`config.mk`:
```
export PLATFORM = sky130hd
export DESIGN_NAME = rxd_wb_engine
export DESIGN_NICKNAME = d
export VERILOG_FILES = /design/src/rtl/rxd_pkg.sv /design/src/rtl/rxd_poll_timer.sv /design/src/rtl/rxd_frame_track.sv /design/src/rtl/rxd_byte_packer.sv /design/src/rtl/rxd_wb_engine.sv
export SDC_FILE = /design/constraint.sdc
export NUM_CORES = 1
export LEC_CHECK = 0
export ABC_AREA = 1
export BUFFER_PORTS_ARGS = -buffer_cell sky130_fd_sc_hd__buf_2
export CAP_MARGIN = 20
export CORE_AREA = 2 2 139 141
export CTS_CLUSTER_SIZE = 40
export DETAILED_ROUTE_END_ITERATION = 12
export DIE_AREA = 0 0 141 143
export PLACE_DENSITY = 0.79
export SYNTH_ARGS = -nofsm -noshare
export SYNTH_HDL_FRONTEND = slang
export SYNTH_SLANG_ARGS = --single-unit
```
`constraint.sdc`:
```
create_clock -name clk_i -period 3.55 [get_ports clk_i]
set_clock_uncertainty 0.1 [all_clocks]
set_input_delay 0.355 -clock clk_i [delete_from_list [all_inputs] [get_ports clk_i]]
set_output_delay 0.355 -clock clk_i [all_outputs]
set_load 0.005 [all_outputs]
```
`src/rtl/rxd_pkg.sv`:
```
package rxd_pkg;
  localparam int OWN_BIT = 31;
  localparam int EOR_BIT = 31;
  localparam int ERR_BIT = 16;
  localparam int OVF_BIT = 17;
  localparam int ALN_BIT = 18;
  localparam logic [1:0] BUF_PHASE = 2'b10;

  typedef enum logic [2:0] {
    S_POLL, S_OWN, S_SIZE, S_ADDR, S_READY, S_RECV, S_STAT, S_WAIT
  } rxd_state_e;
endpackage

```
`src/rtl/rxd_poll_timer.sv`:
```
module rxd_poll_timer #(
  parameter int CYCLES = 1
) (
  input  logic clk_i,
  input  logic rst_ni,
  input  logic load_i,
  input  logic run_i,
  output logic done_o
);
  localparam int CNT_W = (CYCLES < 2) ? 1 : $clog2(CYCLES + 1);
  localparam logic [CNT_W-1:0] LAST = CNT_W'(CYCLES - 1);

  logic [CNT_W-1:0] cnt_q;

  assign done_o = run_i && (cnt_q >= LAST);

  always_ff @(posedge clk_i or negedge rst_ni) begin
    if (!rst_ni)     cnt_q <= '0;
    else if (load_i) cnt_q <= '0;
    else if (run_i && !done_o) cnt_q <= cnt_q + 1'b1;
  end

  a_r8_wait_bounded: assert property (@(posedge clk_i) disable iff (!rst_ni)
    run_i |-> cnt_q <= LAST);
endmodule

```
`src/rtl/rxd_frame_track.sv`:
```
module rxd_frame_track #(
  parameter int MISS_W = 16
) (
  input  logic              clk_i,
  input  logic              rst_ni,
  input  logic              valid_i,
  input  logic              last_i,
  input  logic              accept_i,
  output logic              sof_o,
  output logic [MISS_W-1:0] missed_o
);
  logic in_frame_q;
  logic [MISS_W-1:0] missed_q;

  assign sof_o    = valid_i && !in_frame_q;
  assign missed_o = missed_q;

  always_ff @(posedge clk_i or negedge rst_ni) begin
    if (!rst_ni) begin
      in_frame_q <= 1'b0;
      missed_q   <= '0;
    end else begin
      if (valid_i) in_frame_q <= !last_i;
      if (sof_o && !accept_i) missed_q <= missed_q + 1'b1;
    end
  end

  // at most one miss per cycle, only at a frame start
  a_r9_missed_step: assert property (@(posedge clk_i) disable iff (!rst_ni)
    (missed_q != $past(missed_q)) |-> $past(sof_o));
endmodule

```
`src/rtl/rxd_byte_packer.sv`:
```
module rxd_byte_packer (
  input  logic        clk_i,
  input  logic        rst_ni,
  input  logic        start_i,
  input  logic [31:0] base_i,
  input  logic        byte_vld_i,
  input  logic [7:0]  byte_i,
  input  logic        flush_i,
  output logic        wr_o,
  output logic [31:0] waddr_o,
  output logic [3:0]  wbe_o,
  output logic [31:0] wdata_o
);
  logic [1:0]  lane_q;
  logic [31:0] waddr_q;
  logic [31:0] dacc_q;
  logic [3:0]  be_q;
  logic        first_q;
  logic [31:0] wdata_c;
  logic [3:0]  be_c;

  always_comb begin
    wdata_c = dacc_q;
    wdata_c[lane_q*8 +: 8] = byte_i;
    be_c = be_q | (4'b0001 << lane_q);
  end

  assign wr_o    = byte_vld_i && ((lane_q == 2'd3) || flush_i);
  assign waddr_o = waddr_q;
  assign wbe_o   = be_c;
  assign wdata_o = wdata_c;

  always_ff @(posedge clk_i or negedge rst_ni) begin
    if (!rst_ni) begin
      lane_q  <= '0;
      waddr_q <= '0;
      dacc_q  <= '0;
      be_q    <= '0;
      first_q <= 1'b0;
    end else if (start_i) begin
      lane_q  <= base_i[1:0];
      waddr_q <= {base_i[31:2], 2'b00};
      dacc_q  <= '0;
      be_q    <= '0;
      first_q <= 1'b1;
    end else if (byte_vld_i) begin
      lane_q <= lane_q + 1'b1;
      if (wr_o) begin
        dacc_q  <= '0;
        be_q    <= '0;
        first_q <= 1'b0;
        if (lane_q == 2'd3) waddr_q <= waddr_q + 32'd4;
      end else begin
        dacc_q <= wdata_c;
        be_q   <= be_c;
      end
    end
  end

  // a full first write of a halfword-offset buffer covers only lanes 2 and 3
  a_r7_first_halfword: assert property (@(posedge clk_i) disable iff (!rst_ni)
    (wr_o && first_q && !flush_i) |-> (wbe_o == 4'b1100));
  a_r7_word_aligned_addr: assert property (@(posedge clk_i) disable iff (!rst_ni)
    wr_o |-> (waddr_o[1:0] == 2'b00));
endmodule

```
`src/rtl/rxd_wb_engine.sv`:
```
module rxd_wb_engine
  import rxd_pkg::*;
#(
  parameter int LEN_W       = 11,
  parameter int IDX_W       = 6,
  parameter int POLL_CYCLES = 1,
  parameter int MISS_W      = 16
) (
  input  logic              clk_i,
  input  logic              rst_ni,
  input  logic              en_i,
  input  logic [31:0]       ring_base_i,
  input  logic              rx_valid_i,
  input  logic [7:0]        rx_data_i,
  input  logic              rx_last_i,
  input  logic              rx_err_i,
  output logic              mem_req_o,
  output logic              mem_we_o,
  output logic [31:0]       mem_addr_o,
  output logic [3:0]        mem_be_o,
  output logic [31:0]       mem_wdata_o,
  input  logic [31:0]       mem_rdata_i,
  output logic              rx_done_o,
  output logic [MISS_W-1:0] missed_cnt_o
);
  localparam int DESC_SHIFT = 4;
  localparam logic [31:0] OFS_CTL1 = 32'd4;
  localparam logic [31:0] OFS_BUF  = 32'd8;

  rxd_state_e state_q, state_d;
  logic [IDX_W-1:0] idx_q;
  logic [LEN_W-1:0] size_q, cnt_q;
  logic             eor_q, err_q, ovf_q;
  logic [31:0]      buf_q;
  logic [31:0]      desc_addr;
  logic [31:0]      stat_w;
  logic             addr_ok, sof, accept, receiving, byte_act, take, flush;
  logic             owned, tmr_done;
  logic             pk_wr;
  logic [31:0]      pk_addr, pk_wdata;
  logic [3:0]       pk_be;

  assign desc_addr = ring_base_i + (32'(idx_q) << DESC_SHIFT);
  assign owned     = mem_rdata_i[OWN_BIT];
  assign addr_ok   = (buf_q[1:0] == BUF_PHASE);
  assign accept    = sof && en_i && (state_q == S_READY);
  assign receiving = accept || (state_q == S_RECV);
  assign byte_act  = rx_valid_i && receiving;
  assign take      = byte_act && (cnt_q < size_q);
  assign flush     = rx_last_i || ((cnt_q + LEN_W'(1)) == size_q);

  rxd_frame_track #(.MISS_W(MISS_W)) u_track (
    .clk_i   (clk_i),
    .rst_ni  (rst_ni),
    .valid_i (rx_valid_i),
    .last_i  (rx_last_i),
    .accept_i(accept),
    .sof_o   (sof),
    .missed_o(missed_cnt_o)
  );

  rxd_poll_timer #(.CYCLES(POLL_CYCLES)) u_poll (
    .clk_i (clk_i),
    .rst_ni(rst_ni),
    .load_i(state_q == S_OWN && !owned),
    .run_i (state_q == S_WAIT),
    .done_o(tmr_done)
  );

  rxd_byte_packer u_pack (
    .clk_i     (clk_i),
    .rst_ni    (rst_ni),
    .start_i   (state_q == S_ADDR),
    .base_i    (mem_rdata_i),
    .byte_vld_i(take && addr_ok),
    .byte_i    (rx_data_i),
    .flush_i   (flush),
    .wr_o      (pk_wr),
    .waddr_o   (pk_addr),
    .wbe_o     (pk_be),
    .wdata_o   (pk_wdata)
  );

  always_comb begin
    stat_w = '0;
    stat_w[LEN_W-1:0] = cnt_q;
    stat_w[ERR_BIT]   = err_q;
    stat_w[OVF_BIT]   = ovf_q;
    stat_w[ALN_BIT]   = !addr_ok;
  end

  always_comb begin
    state_d = state_q;
    unique case (state_q)
      S_POLL:  if (en_i) state_d = S_OWN;
      S_OWN:   state_d = owned ? S_SIZE : S_WAIT;
      S_SIZE:  state_d = S_ADDR;
      S_ADDR:  state_d = S_READY;
      S_READY: if (accept) state_d = rx_last_i ? S_STAT : S_RECV;
      S_RECV:  if (byte_act && rx_last_i) state_d = S_STAT;
      S_STAT:  state_d = S_POLL;
      S_WAIT:  if (tmr_done) state_d = S_POLL;
      default: state_d = S_POLL;
    endcase
  end

  always_comb begin
    mem_req_o   = 1'b0;
    mem_we_o    = 1'b0;
    mem_addr_o  = desc_addr;
    mem_be_o    = 4'hF;
    mem_wdata_o = '0;
    case (state_q)
      S_POLL: mem_req_o = en_i;
      S_OWN: if (owned) begin
        mem_req_o  = 1'b1;
        mem_addr_o = desc_addr + OFS_CTL1;
      end
      S_SIZE: begin
        mem_req_o  = 1'b1;
        mem_addr_o = desc_addr + OFS_BUF;
      end
      S_STAT: begin
        mem_req_o   = 1'b1;
        mem_we_o    = 1'b1;
        mem_wdata_o = stat_w;
      end
      default: if (receiving && pk_wr) begin
        mem_req_o   = 1'b1;
        mem_we_o    = 1'b1;
        mem_addr_o  = pk_addr;
        mem_be_o    = pk_be;
        mem_wdata_o = pk_wdata;
      end
    endcase
  end

  assign rx_done_o = (state_q == S_STAT);

  always_ff @(posedge clk_i or negedge rst_ni) begin
    if (!rst_ni) begin
      state_q <= S_POLL;
      idx_q   <= '0;
      size_q  <= '0;
      eor_q   <= 1'b0;
      buf_q   <= '0;
      cnt_q   <= '0;
      err_q   <= 1'b0;
      ovf_q   <= 1'b0;
    end else begin
      state_q <= state_d;
      if (state_q == S_SIZE) begin
        size_q <= mem_rdata_i[LEN_W-1:0];
        eor_q  <= mem_rdata_i[EOR_BIT];
      end
      if (state_q == S_ADDR) begin
        buf_q <= mem_rdata_i;
        cnt_q <= '0;
        err_q <= 1'b0;
        ovf_q <= 1'b0;
      end
      if (take) cnt_q <= cnt_q + 1'b1;
      if (byte_act && rx_err_i) err_q <= 1'b1;
      if (byte_act && !take) ovf_q <= 1'b1;
      if (state_q == S_STAT) idx_q <= eor_q ? '0 : idx_q + 1'b1;
    end
  end

  a_r10_done_single: assert property (@(posedge clk_i) disable iff (!rst_ni)
    rx_done_o |=> !rx_done_o);
  a_r2_owner_released: assert property (@(posedge clk_i) disable iff (!rst_ni)
    rx_done_o |-> (mem_req_o && mem_we_o && !mem_wdata_o[OWN_BIT]));
  a_r4_len_capped: assert property (@(posedge clk_i) disable iff (!rst_ni)
    rx_done_o |-> (mem_wdata_o[LEN_W-1:0] <= size_q));
  a_r6_no_write_misaligned: assert property (@(posedge clk_i) disable iff (!rst_ni)
    (mem_we_o && !rx_done_o) |-> addr_ok);
  a_r9_no_write_outside_frame: assert property (@(posedge clk_i) disable iff (!rst_ni)
    (mem_we_o && !rx_done_o) |-> byte_act);
endmodule

```
Word-level counts from Yosys, hierarchy flattened
Index checks and enable logic that the tools add are counted.
{"block": "totals", "regBits": 124, "in_bits": 78, "out_inout_bits": 87, "elab_cells": 123}
{"block": "classes", "n_addsub": 10, "magnitude_cmp": 2, "eq_ne": 14, "shifts": 3, "muxes": 39, "n_bitwise": 1, "n_reduce_logical": 39}
{"operator": "32-bit 2-to-1 mux", "count": 10}
{"operator": "32-bit one-hot mux with 3 select lines", "count": 1}
{"operator": "32-bit by 3-bit adder with 32-bit output (second input constant)", "count": 2}
{"operator": "32-bit one-hot mux with 2 select lines", "count": 1}
{"operator": "5-bit negator with 34-bit output", "count": 1}
{"operator": "8-bit by 34-bit variable shift with 32-bit output (first input constant)", "count": 1}
{"operator": "8-bit by 34-bit indexed part select with 32-bit output", "count": 1}
{"operator": "32-bit by 10-bit adder with 32-bit output", "count": 1}
{"operator": "32-bit by 4-bit adder with 32-bit output (second input constant)", "count": 1}
{"operator": "32-bit bitwise mux", "count": 1}
{"operator": "3-bit one-hot mux with 8 select lines", "count": 1}
{"operator": "11-bit 2-to-1 mux", "count": 2}
{"operator": "4-bit 2-to-1 mux", "count": 5}
{"operator": "16-bit by 1-bit adder with 16-bit output (second input constant)", "count": 1}
{"operator": "1-bit logical AND", "count": 15}
{"operator": "3-bit 2-to-1 mux", "count": 5}
{"operator": "2-bit nonzero test", "count": 7}
{"operator": "3-bit == test (second input constant)", "count": 4}
{"operator": "11-bit by 1-bit adder with 11-bit output (second input constant)", "count": 1}
{"operator": "11-bit == test", "count": 1}
{"operator": "11-bit < comparator", "count": 1}
{"operator": "1-bit logical NOT", "count": 7}
{"operator": "1-bit 2-to-1 mux", "count": 7}
{"operator": "6-bit by 1-bit adder with 6-bit output (second input constant)", "count": 1}
{"operator": "other kinds (21)", "count": 30}

Logic depth before layout (Yosys ltp)
Gate-level depths: netlist (run 1).
{"block": "depth", "ltp_word": 12, "mapped_depth": 21, "mapped_depth_nobuf": 20}

Modules after synthesis
From an unflattened synthesis (run 1), not the netlist that was laid out.
{"block": "hier_totals", "hier_cells": 1724, "area_unflattened_um2": 10719.0}
{"mod": "rxd_wb_engine", "n_inst": 1, "cells_per_inst": 1007, "area_per_inst_um2": 5522.8, "seq_area_each_um2": 900.9}
{"mod": "rxd_byte_packer", "n_inst": 1, "cells_per_inst": 600, "area_per_inst_um2": 4227.8, "seq_area_each_um2": 1701.6}
{"mod": "rxd_frame_track", "n_inst": 1, "cells_per_inst": 116, "area_per_inst_um2": 960.9, "seq_area_each_um2": 425.4}
{"mod": "rxd_poll_timer", "n_inst": 1, "cells_per_inst": 1, "area_per_inst_um2": 7.5, "seq_area_each_um2": 0.0}

Worst setup path before layout (run 1)
OpenSTA, ideal clock, no wires.
{"block": "synth_path", "path_kind": "flip-flop to output port", "start": "register idx_q[0]", "end": "output mem_addr_o[22]", "arrival_time_ns": 2.493, "t_required_ns": 3.095, "slack_ns": 0.602, "stages_incl_launch_ff": 18, "cell_sequence": "dfrtp_1 > ha_1 > fa_1 > nand2_1 > nand2_1 > nand3_2 > nand2_1 > buf_6 > nand3_1 > nand2_1 > nor2_2 > nand3_1 > nor3_2 > nand2_1 > nand2_1 > nand2_1 > nand2_1 > nand4_1"}
{"block": "synth_between", "elab_chain_len": 4, "word_cells_on_any_way": 6}
{"item": "start, declared", "line": "rxd_wb_engine.sv:31", "source": "logic [IDX_W-1:0] idx_q;"}
{"item": "start signal, assigned", "line": "rxd_wb_engine.sv:165", "source": "if (state_q == S_STAT) idx_q <= eor_q ? '0 : idx_q + 1'b1;"}
{"item": "32-bit by 10-bit adder with 32-bit output (*)", "line": "rxd_wb_engine.sv:43", "source": "assign desc_addr = ring_base_i + (32'(idx_q) << DESC_SHIFT);"}
{"item": "32-bit by 3-bit adder with 32-bit output", "line": "rxd_wb_engine.sv:117", "source": "mem_addr_o = desc_addr + OFS_CTL1;"}
{"item": "32-bit 2-to-1 mux", "line": "rxd_wb_engine.sv:115", "source": "S_OWN: if (owned) begin"}
{"item": "32-bit one-hot mux with 3 select lines (*)", "line": "rxd_wb_engine.sv:113", "source": "case (state_q)"}
{"item": "end, declared", "line": "rxd_wb_engine.sv:19", "source": "output logic [31:0] mem_addr_o,"}
Mark *: on every way between the ends. The rest lies on a longest branch, timed or not.

Final worst setup path (run 1)
{"block": "layout_path", "start": "register idx_q[0]", "end": "output mem_addr_o[31]"}
Same word-level chain as after synthesis.

==> results.py, run 1 <==
metrics = {
    "setup_path": {
        "crit_slowest_cell": "fa_2",
        "critPathLaunchType": "flip-flop",
        "crit_path_frequent_cell": "nand2_1",
        "crit_fanout": 5,
        "arrival_ns": 3.20,
        "cp_data_required_time_ns": 3.09,
        "cp_top_family": "simple AND/OR/NAND/NOR gates",
        "crit_chain": "ha_4 > fa_2 > nand3_2 > nand3_4 > nand2_1 > nand2_2 > nor2_2 > nand3_2 > nor2_4 > nand2_4 > nor2_4 > nand2_2 > nor2_2 > nand2_1 > nand2_1 > nand2_1 > nand2_1 > buf_2",
        "crit_type": "reg -> out",
        "critical_path.max_stage_delay_ns": 0.46,
        "worst-path-buf-inv": 1,
        "crit_path_end_kind": "primary output",
    },
    "floorplanning": {
        "die_x_um": 141,
        "rows": 50,
        "start_util_pct": 56.4,
        "core_um2": 18600,
        "num_io_pins": 165,
        "die_y_um": 143,
        "dieArea_um2": 20200,
    },
    "sta": {
        "timing.hold.ws_ns": 0.0448,
        "clock.fmax_ghz": 0.274,
        "setup_viol": 17,
        "tightestPinTransition_ns": 0.898,
        "fin_crit_ns": 3.66,
        "slew-limit-headroom_pct": 39.5,
        "rsz0062_at_grt": "yes",
        "final_max_slew_viol_count": 0,
        "timing.final.ws_setup_ns": -0.105,
        "hold_viol": 0,
        "period_share_pct": 103,
    },
    "clocking": {
        "cts_buffers": 17,
        "clkSlewWorstSetupHoldPaths_ns": 0.07,
        "h-tree-depth": 4,
        "clock_path_buffers": 2,
        "cts_tree": "done",
        "cts-root-buf": "clkbuf_16",
        "clock-sinks": 121,
        "worstSkewPairLatency_ns": 0.43,
    },
    "logic_synthesis": {
        "netlist_area_um2": 10500,
        "synthArstFlopShare_pct": 100,
        "synth-edff-count": 0,
        "ys_types": 55,
        "syn_inst": 1611,
        "synth_ff_type": "dfrtp_1",
        "yosysWarnings": 0,
        "syn_nets": 1721,
        "syn_avg_cell_area_um2": 6.51,
        "ys_seq_area_share_pct": 28.9,
        "ys_seq_elements": 121,
    },
    "layout": {
        "utilization_pct": 69.5,
        "n_fill_cell": 1571,
        "multiInputGateArea_um2": 7060,
        "diodes": 0,
        "area_delta_synth_final_pct": 23.2,
        "seq_area_um2": 3030,
        "layout.nets": 1904,
        "drive_gt1_share_pct": 23.5,
    },
    "power_and_ir_drop": {
        "p_per_area_nw_per_um2": 669,
        "vdd_drop_max_mv": 0.435,
        "p_leak_nw": 6.28,
    },
    "detailed_routing": {
        "avgRoutedWirePerCell_um": 17.3,
        "vias": 12136,
        "drt_iter0_drc": 1253,
        "dr.pass1.iters": 7,
        "wl_mm": 35.3,
        "viasPerCell": 5.95,
        "drc": 0,
        "met3_length_mm": 3.00,
        "met1_length_mm": 14.5,
        "highest_layer": "met4",
        "drt.antenna.violating_nets": 0,
        "wl_met2_mm": 16.4,
    },
    "status": {
        "status": "finished with violations",
        "violations": "negative setup slack",
    },
    "grt": {
        "first_global_vias": 11013,
        "grt_max_degree": 71,
        "grt_overflow": 0,
        "track_usage_pct": 34.6,
        "grt_pass1_wl_mm": 55.4,
        "antenna_found_initial": 0,
    },
    "run": {
        "maxCapViolations": 0,
    },
    "place": {
        "place.gp.congestion": 1.01,
        "dp_hpwl_mm": 25.8,
        "port_buffers": 164,
    },
    "min_path": {
        "hold_path_class": "in -> reg",
    },
}
-- sequential cells by signal (all words and copies together), names as in the netlist --
signal / cells
buf_q: 2
cnt_q: 11
eor_q: 1
err_q: 1
idx_q: 6
ovf_q: 1
size_q: 11
state_q: 3
u_pack.be_q: 4
u_pack.dacc_q: 32
u_pack.lane_q: 2
u_pack.waddr_o: 30
u_track.in_frame_q: 1
u_track.missed_o: 16
-- where the power goes --
part | internal [mW] | switching [mW]
clock | 1.01 | 0.778
combinational | 1.66 | 2.95
sequential | 1.77 | 0.480
total | 4.43 | 4.21
-- cell usage after synthesis, types with 30 or more instances --
master | instances | area (um2)
nand2_1 | 403 | 1510
nand3_1 | 181 | 906
nor2_1 | 171 | 642
inv_1 | 160 | 601
dfrtp_1 | 121 | 3030
o21ai_0 | 100 | 500
a21oi_1 | 49 | 245
xor2_1 | 39 | 342
nand4_1 | 35 | 219
a22oi_1 | 32 | 240
ha_1 | 31 | 388
o22ai_1 | 30 | 188
-- logic make-up (layout without fill, tap and decap cells) --
group	count (synthesis)	count (layout)	share of synthesized area, %
and+or+nand+nor	899	899	38.8
AOI/OAI and AO/OA	282	282	15.6
buffers and inverters	229	425	8.66
DFF	121	121	28.9
xor gates and xnor gates	48	48	4.21
adders and majority gates	32	32	3.89
-- cell usage in the layout, fill, tap and decap left out, types with 6 or more instances in the layout --
| cell | instances |
|---|---|
| nand2_1 | 377 |
| nand3_1 | 167 |
| buf_2 | 163 |
| inv_1 | 152 |
| nor2_1 | 144 |
| dfrtp_1 | 118 |
| o21ai_0 | 97 |
| a21oi_1 | 45 |
| buf_4 | 44 |
| xor2_1 | 39 |
| nand2_2 | 37 |
| nand4_1 | 35 |
| a22oi_1 | 32 |
| o22ai_1 | 30 |
| o21ai_1 | 29 |
| nor2_2 | 28 |
| ha_1 | 25 |
| nor2_4 | 23 |
| a31oi_1 | 21 |
| nor3_1 | 19 |
| inv_2 | 18 |
| clkbuf_16 | 17 |
| nand3_2 | 16 |
| nand2_4 | 13 |
| nand3b_1 | 9 |
| xnor2_1 | 7 |
| clkinv_1 | 6 |
| a21oi_2 | 6 |
| nand3_4 | 6 |
| nor3_2 | 6 |
| o211ai_1 | 6 |
-- worst reg2reg max path, stage by stage, from the launching register on --
cell     delay (ns)
dfrtp_1        0.44
ha_1           0.34
a21oi_2        0.18
o21ai_0        0.09
nand2_1        0.06
nand2_1        0.06
a31oi_2        0.20
nand2_2        0.14
nor2_8         0.13
buf_4          0.24
nand2_1        0.22
nand2_2        0.14
buf_12         0.24
o21ai_0        0.14
o22ai_1        0.18
-- worst paths after layout --
check                                                 start                               end  slack (ns)  cells past startpoint
max                                    idx_q[0]$_DFFE_PN0P_                    mem_addr_o[31]       -0.11                     18
min                                                rx_err_i                 err_q$_DFFE_PN0P_        0.04                      3
max reg2reg                            cnt_q[4]$_DFFE_PN0P_    u_pack.waddr_o[30]$_DFFE_PN0P_        0.55                     14
min reg2reg                u_track.missed_o[15]$_DFFE_PN0P_  u_track.missed_o[15]$_DFFE_PN0P_        0.36                      1
max in group asynchronous                            rst_ni              cnt_q[0]$_DFFE_PN0P_        2.35                      3
min in group asynchronous                            rst_ni   u_track.missed_o[5]$_DFFE_PN0P_        0.27                      2
-- final cells by class --
cell class / count / share of cell area, %
clock buffer: 17 / 3.29
clock inverter: 15 / 1.40
inverter: 179 / 5.26
multi-input combinational: 1261 / 54.7
sequential: 121 / 23.5
tap: 234 / 2.27
timing repair buffer: 214 / 9.61
-- per-stage QoR --
| stage | total power [mW] | TNS, ns | std cells | setup slack [ns] | cell area, um2 |
|---|---|---|---|---|---|
| 3_5_place_dp | 6.46 | 0 | 1991 | 0.108 | 11600 |
| 2_1_floorplan | 4.98 | 0 | 1611 | 0.602 | 10500 |
| 6_report | 8.64 | -0.659 | 2041 | -0.105 | 12900 |
| 5_1_grt | 9.29 | -3.73 | 2041 | -0.232 | 12900 |
| 4_1_cts | 8.33 | -0.0188 | 2025 | -0.0188 | 12400 |
| 3_3_place_gp | 6.35 | 0 | 1991 | 0.203 | 11600 |
-- routing by layer --
layer / up-vias / global-route usage [%]
li1: 5785 / -
met3: 105 / 5.97
met1: 5618 / 45.6
met5: - / 0
met2: 628 / 56.5
met4: 0 / 14.7
-- repair_timing --
| action | CTS | global route |
|---|---|---|
| pin swaps | 3 | 31 |
| setup buffers | 1 | 16 |
| cloned | 0 | 0 |
| endpoints found under the setup margin | 31 | 40 |
| endpoints found under the hold margin | 21 | 0 |
| hold buffers | 1 | 0 |
| resized for setup | 37 | 106 |
Note: power is estimated with default switching activity, not from simulation.
==> run 2: changes to the inputs <==
--- a/config.mk
+++ b/config.mk
@@ -12,7 +12,7 @@
 export CTS_CLUSTER_SIZE = 40
 export DETAILED_ROUTE_END_ITERATION = 12
 export DIE_AREA = 0 0 141 143
-export PLACE_DENSITY = 0.79
+export PLACE_DENSITY = 0.8
 export SYNTH_ARGS = -nofsm -noshare
 export SYNTH_HDL_FRONTEND = slang
 export SYNTH_SLANG_ARGS = --single-unit
==> run 2 against run 1 <==
- the run still ends with negative setup slack left
- fmax is 2.0% higher
- final area is 2.8% higher
- critical path depth stayed put
- die area stayed put
- final cell count is 1.4% higher
- combinational power is 4% higher
- setup slack better by 0.072 ns
- sequential power hardly changed
- flip-flop and latch count stayed put
- wire length is 6.0% higher
- register-to-register slack better by 0.09 ns
==> results.py, run 2 (synthesis gave the netlist of run 1 again) <==
metrics = {
    "clocking": {
        "cts-root-buf": "clkbuf_16",
        "clkSlewWorstSetupHoldPaths_ns": 0.06,
        "worstSkewPairLatency_ns": 0.43,
        "h-tree-depth": 4,
        "clock-sinks": 121,
        "cts_buffers": 17,
        "cts_tree": "done",
        "clock_path_buffers": 2,
    },
    "sta": {
        "rsz0062_at_grt": "yes",
        "fin_crit_ns": 3.58,
        "hold_viol": 0,
        "fin_tns_setup_ns": -0.0540,
        "slew-limit-headroom_pct": 48.4,
        "timing.final.ws_setup_ns": -0.0332,
        "clock.fmax_ghz": 0.279,
        "tightestPinTransition_ns": 0.774,
        "setup_viol": 3,
        "period_share_pct": 101,
        "final_max_slew_viol_count": 0,
    },
    "detailed_routing": {
        "wl_met2_mm": 17.5,
        "avgRoutedWirePerCell_um": 18.1,
        "vias": 12408,
        "wl_mm": 37.4,
        "highest_layer": "met4",
        "met3_length_mm": 3.35,
        "dr.pass1.iters": 6,
        "drc": 0,
        "drt.antenna.violating_nets": 0,
        "viasPerCell": 6.00,
        "met1_length_mm": 14.9,
        "drt_iter0_drc": 1391,
    },
    "layout": {
        "largest_register_ffs": 32,
        "drive_gt1_share_pct": 25.7,
        "area_delta_synth_final_pct": 26.7,
        "n_fill_cell": 1557,
        "regMostFlops": "u_pack.dacc_q",
        "final_common_cell": "nand2_1",
        "layout.nets": 1932,
        "final_cell_mix": "nand2_1, buf_2, nand3_1, inv_1, nor2_1",
        "diodes": 0,
    },
    "grt": {
        "grt_overflow": 0,
        "antenna_found_initial": 1,
        "track_usage_pct": 35.7,
        "grt_pass1_wl_mm": 57.1,
        "first_global_vias": 11258,
        "grt_max_degree": 59,
    },
    "status": {
        "violations": "negative setup slack",
        "status": "finished with violations",
    },
    "power_and_ir_drop": {
        "power_mw": 8.80,
        "vdd_drop_max_mv": 0.522,
        "p_per_area_nw_per_um2": 663,
        "clkPwrFrac_pct": 19.9,
        "p_sw_mw": 4.33,
        "swShare_pct": 49.2,
        "comb_power_share_pct": 54.5,
        "p_leak_nw": 6.43,
        "p_int_mw": 4.47,
        "p_seq_share_pct": 25.6,
    },
    "setup_path": {
        "arrival_ns": 3.13,
        "r2r-start": "size_q[6]$_DFFE_PN0P_",
        "crit_path_end_kind": "primary output",
        "crit_start": "idx_q[0]$_DFFE_PN0P_",
        "crit_slowest_cell": "dfrtp_1",
        "critPathLaunchType": "flip-flop",
        "crit_chain": "ha_4 > fa_2 > nand2_1 > nand2_1 > nand3_2 > nand3_2 > nand2_2 > buf_4 > inv_4 > nor2_4 > buf_6 > nand2_2 > nor2_4 > xor2_1 > nor2_1 > nor2_1 > o21ai_1 > buf_2",
        "cp_top_family": "simple AND/OR/NAND/NOR gates",
        "cp_data_required_time_ns": 3.09,
        "worst-path-buf-inv": 4,
        "crit_type": "reg -> out",
        "critical_path.max_stage_delay_ns": 0.41,
        "crit_fanout": 4,
    },
    "floorplanning": {
        "die_y_um": 143,
        "num_io_pins": 165,
        "start_util_pct": 56.4,
        "die_x_um": 141,
        "core_um2": 18600,
        "rows": 50,
        "dieArea_um2": 20200,
    },
    "place": {
        "place.gp.congestion": 0.979,
        "dp_hpwl_mm": 27.3,
        "port_buffers": 164,
    },
    "min_path": {
        "min_from": "mem_rdata_i[1]",
        "hold_path_class": "in -> reg",
    },
    "run": {
        "maxCapViolations": 0,
    },
}
## run 2: changes by cell type in the layout (fill, tap and decap cells not counted), moves of 3 or more
cell / delta
nor2_4: +6
nand2_1: -9
nand3_1: -6
nand3_2: +3
o21ai_0: -13
nor2_2: -4
buf_6: +4
clkinv_8: -3
nand2_2: +6
buf_4: +24
nand3_4: +3
o21ai_1: +13
nand2_4: +3
## run 2: power by group through the flow
| stage | Combinational (mW) | Sequential, mW | Clock [mW] |
|---|---|---|---|
| floorplan | 2.88 | 2.10 | 0 |
| global placement | 4.23 | 2.24 | 0 |
| detailed placement | 4.29 | 2.25 | 0 |
| global route | 5.22 | 2.31 | 1.80 |
| finish | 4.80 | 2.26 | 1.75 |
| CTS | 4.45 | 2.24 | 1.75 |
## run 2: final cells by class
| class | count | area [um2] | share of cell area, % |
|---|---|---|---|
| multi-input cells | 1261 | 7220 | 54.4 |
| flip-flops and latches | 121 | 3030 | 22.8 |
| repair buffers | 242 | 1470 | 11.0 |
| inverters | 179 | 682 | 5.14 |
| clock buffers | 17 | 425 | 3.20 |
| well taps | 234 | 293 | 2.21 |
| clock inverters | 15 | 156 | 1.18 |
## run 2: path summary, 6_finish.rpt
check | to | slack (ns) | depth (start not counted)
max in group asynchronous | u_pack.waddr_o[16]$_DFFE_PN0P_ | 2.01 | 3
setup / recovery | mem_addr_o[14] | -0.03 | 18
hold / removal | size_q[1]$_DFFE_PN0P_ | 0.06 | 3
setup reg to reg | u_pack.waddr_o[16]$_DFFE_PN0P_ | 0.64 | 15
hold reg to reg | u_track.missed_o[15]$_DFFE_PN0P_ | 0.38 | 1
min in group asynchronous | u_pack.dacc_q[21]$_DFFE_PN0P_ | 0.44 | 2
## run 2: through the flow
stage	util, %	cell area (um2)	setup WS [ns]	hold WS (ns)	instances
finish	71.5	13300	-0.0332	0.0616	2069
detailed placement	62.9	11700	0.0859	0.352	1998
floorplan	-	10500	0.602	-0.0406	1611
global placement	62.9	11700	0.153	0.350	1998
global route	71.5	13300	-0.191	0.0671	2069
CTS	67.9	12600	-0.0139	0.0583	2039
## run 2: worst min-delay path, delay by kind of cell
kind | cells | cell delay [ns]
AOI/OAI and AO/OA | 1 | 0.06
and+or+nand+nor | 1 | 0.04
buffers and inverters | 1 | 0.09
## run 2: repair_timing
action	in CTS	in global routing
pin swaps	22	51
endpoints found under the setup margin	30	34
resized for setup	73	123
hold endpoints to repair	55	0
hold buffers	1	0
buffers inserted	8	30
## run 2: routing by layer
metal  global-route usage (%)  vias up
met4                     15.8        0
li1                         -     5830
met5                        0        -
met1                     45.5     5770
met3                     6.74      122
met2                     59.5      686
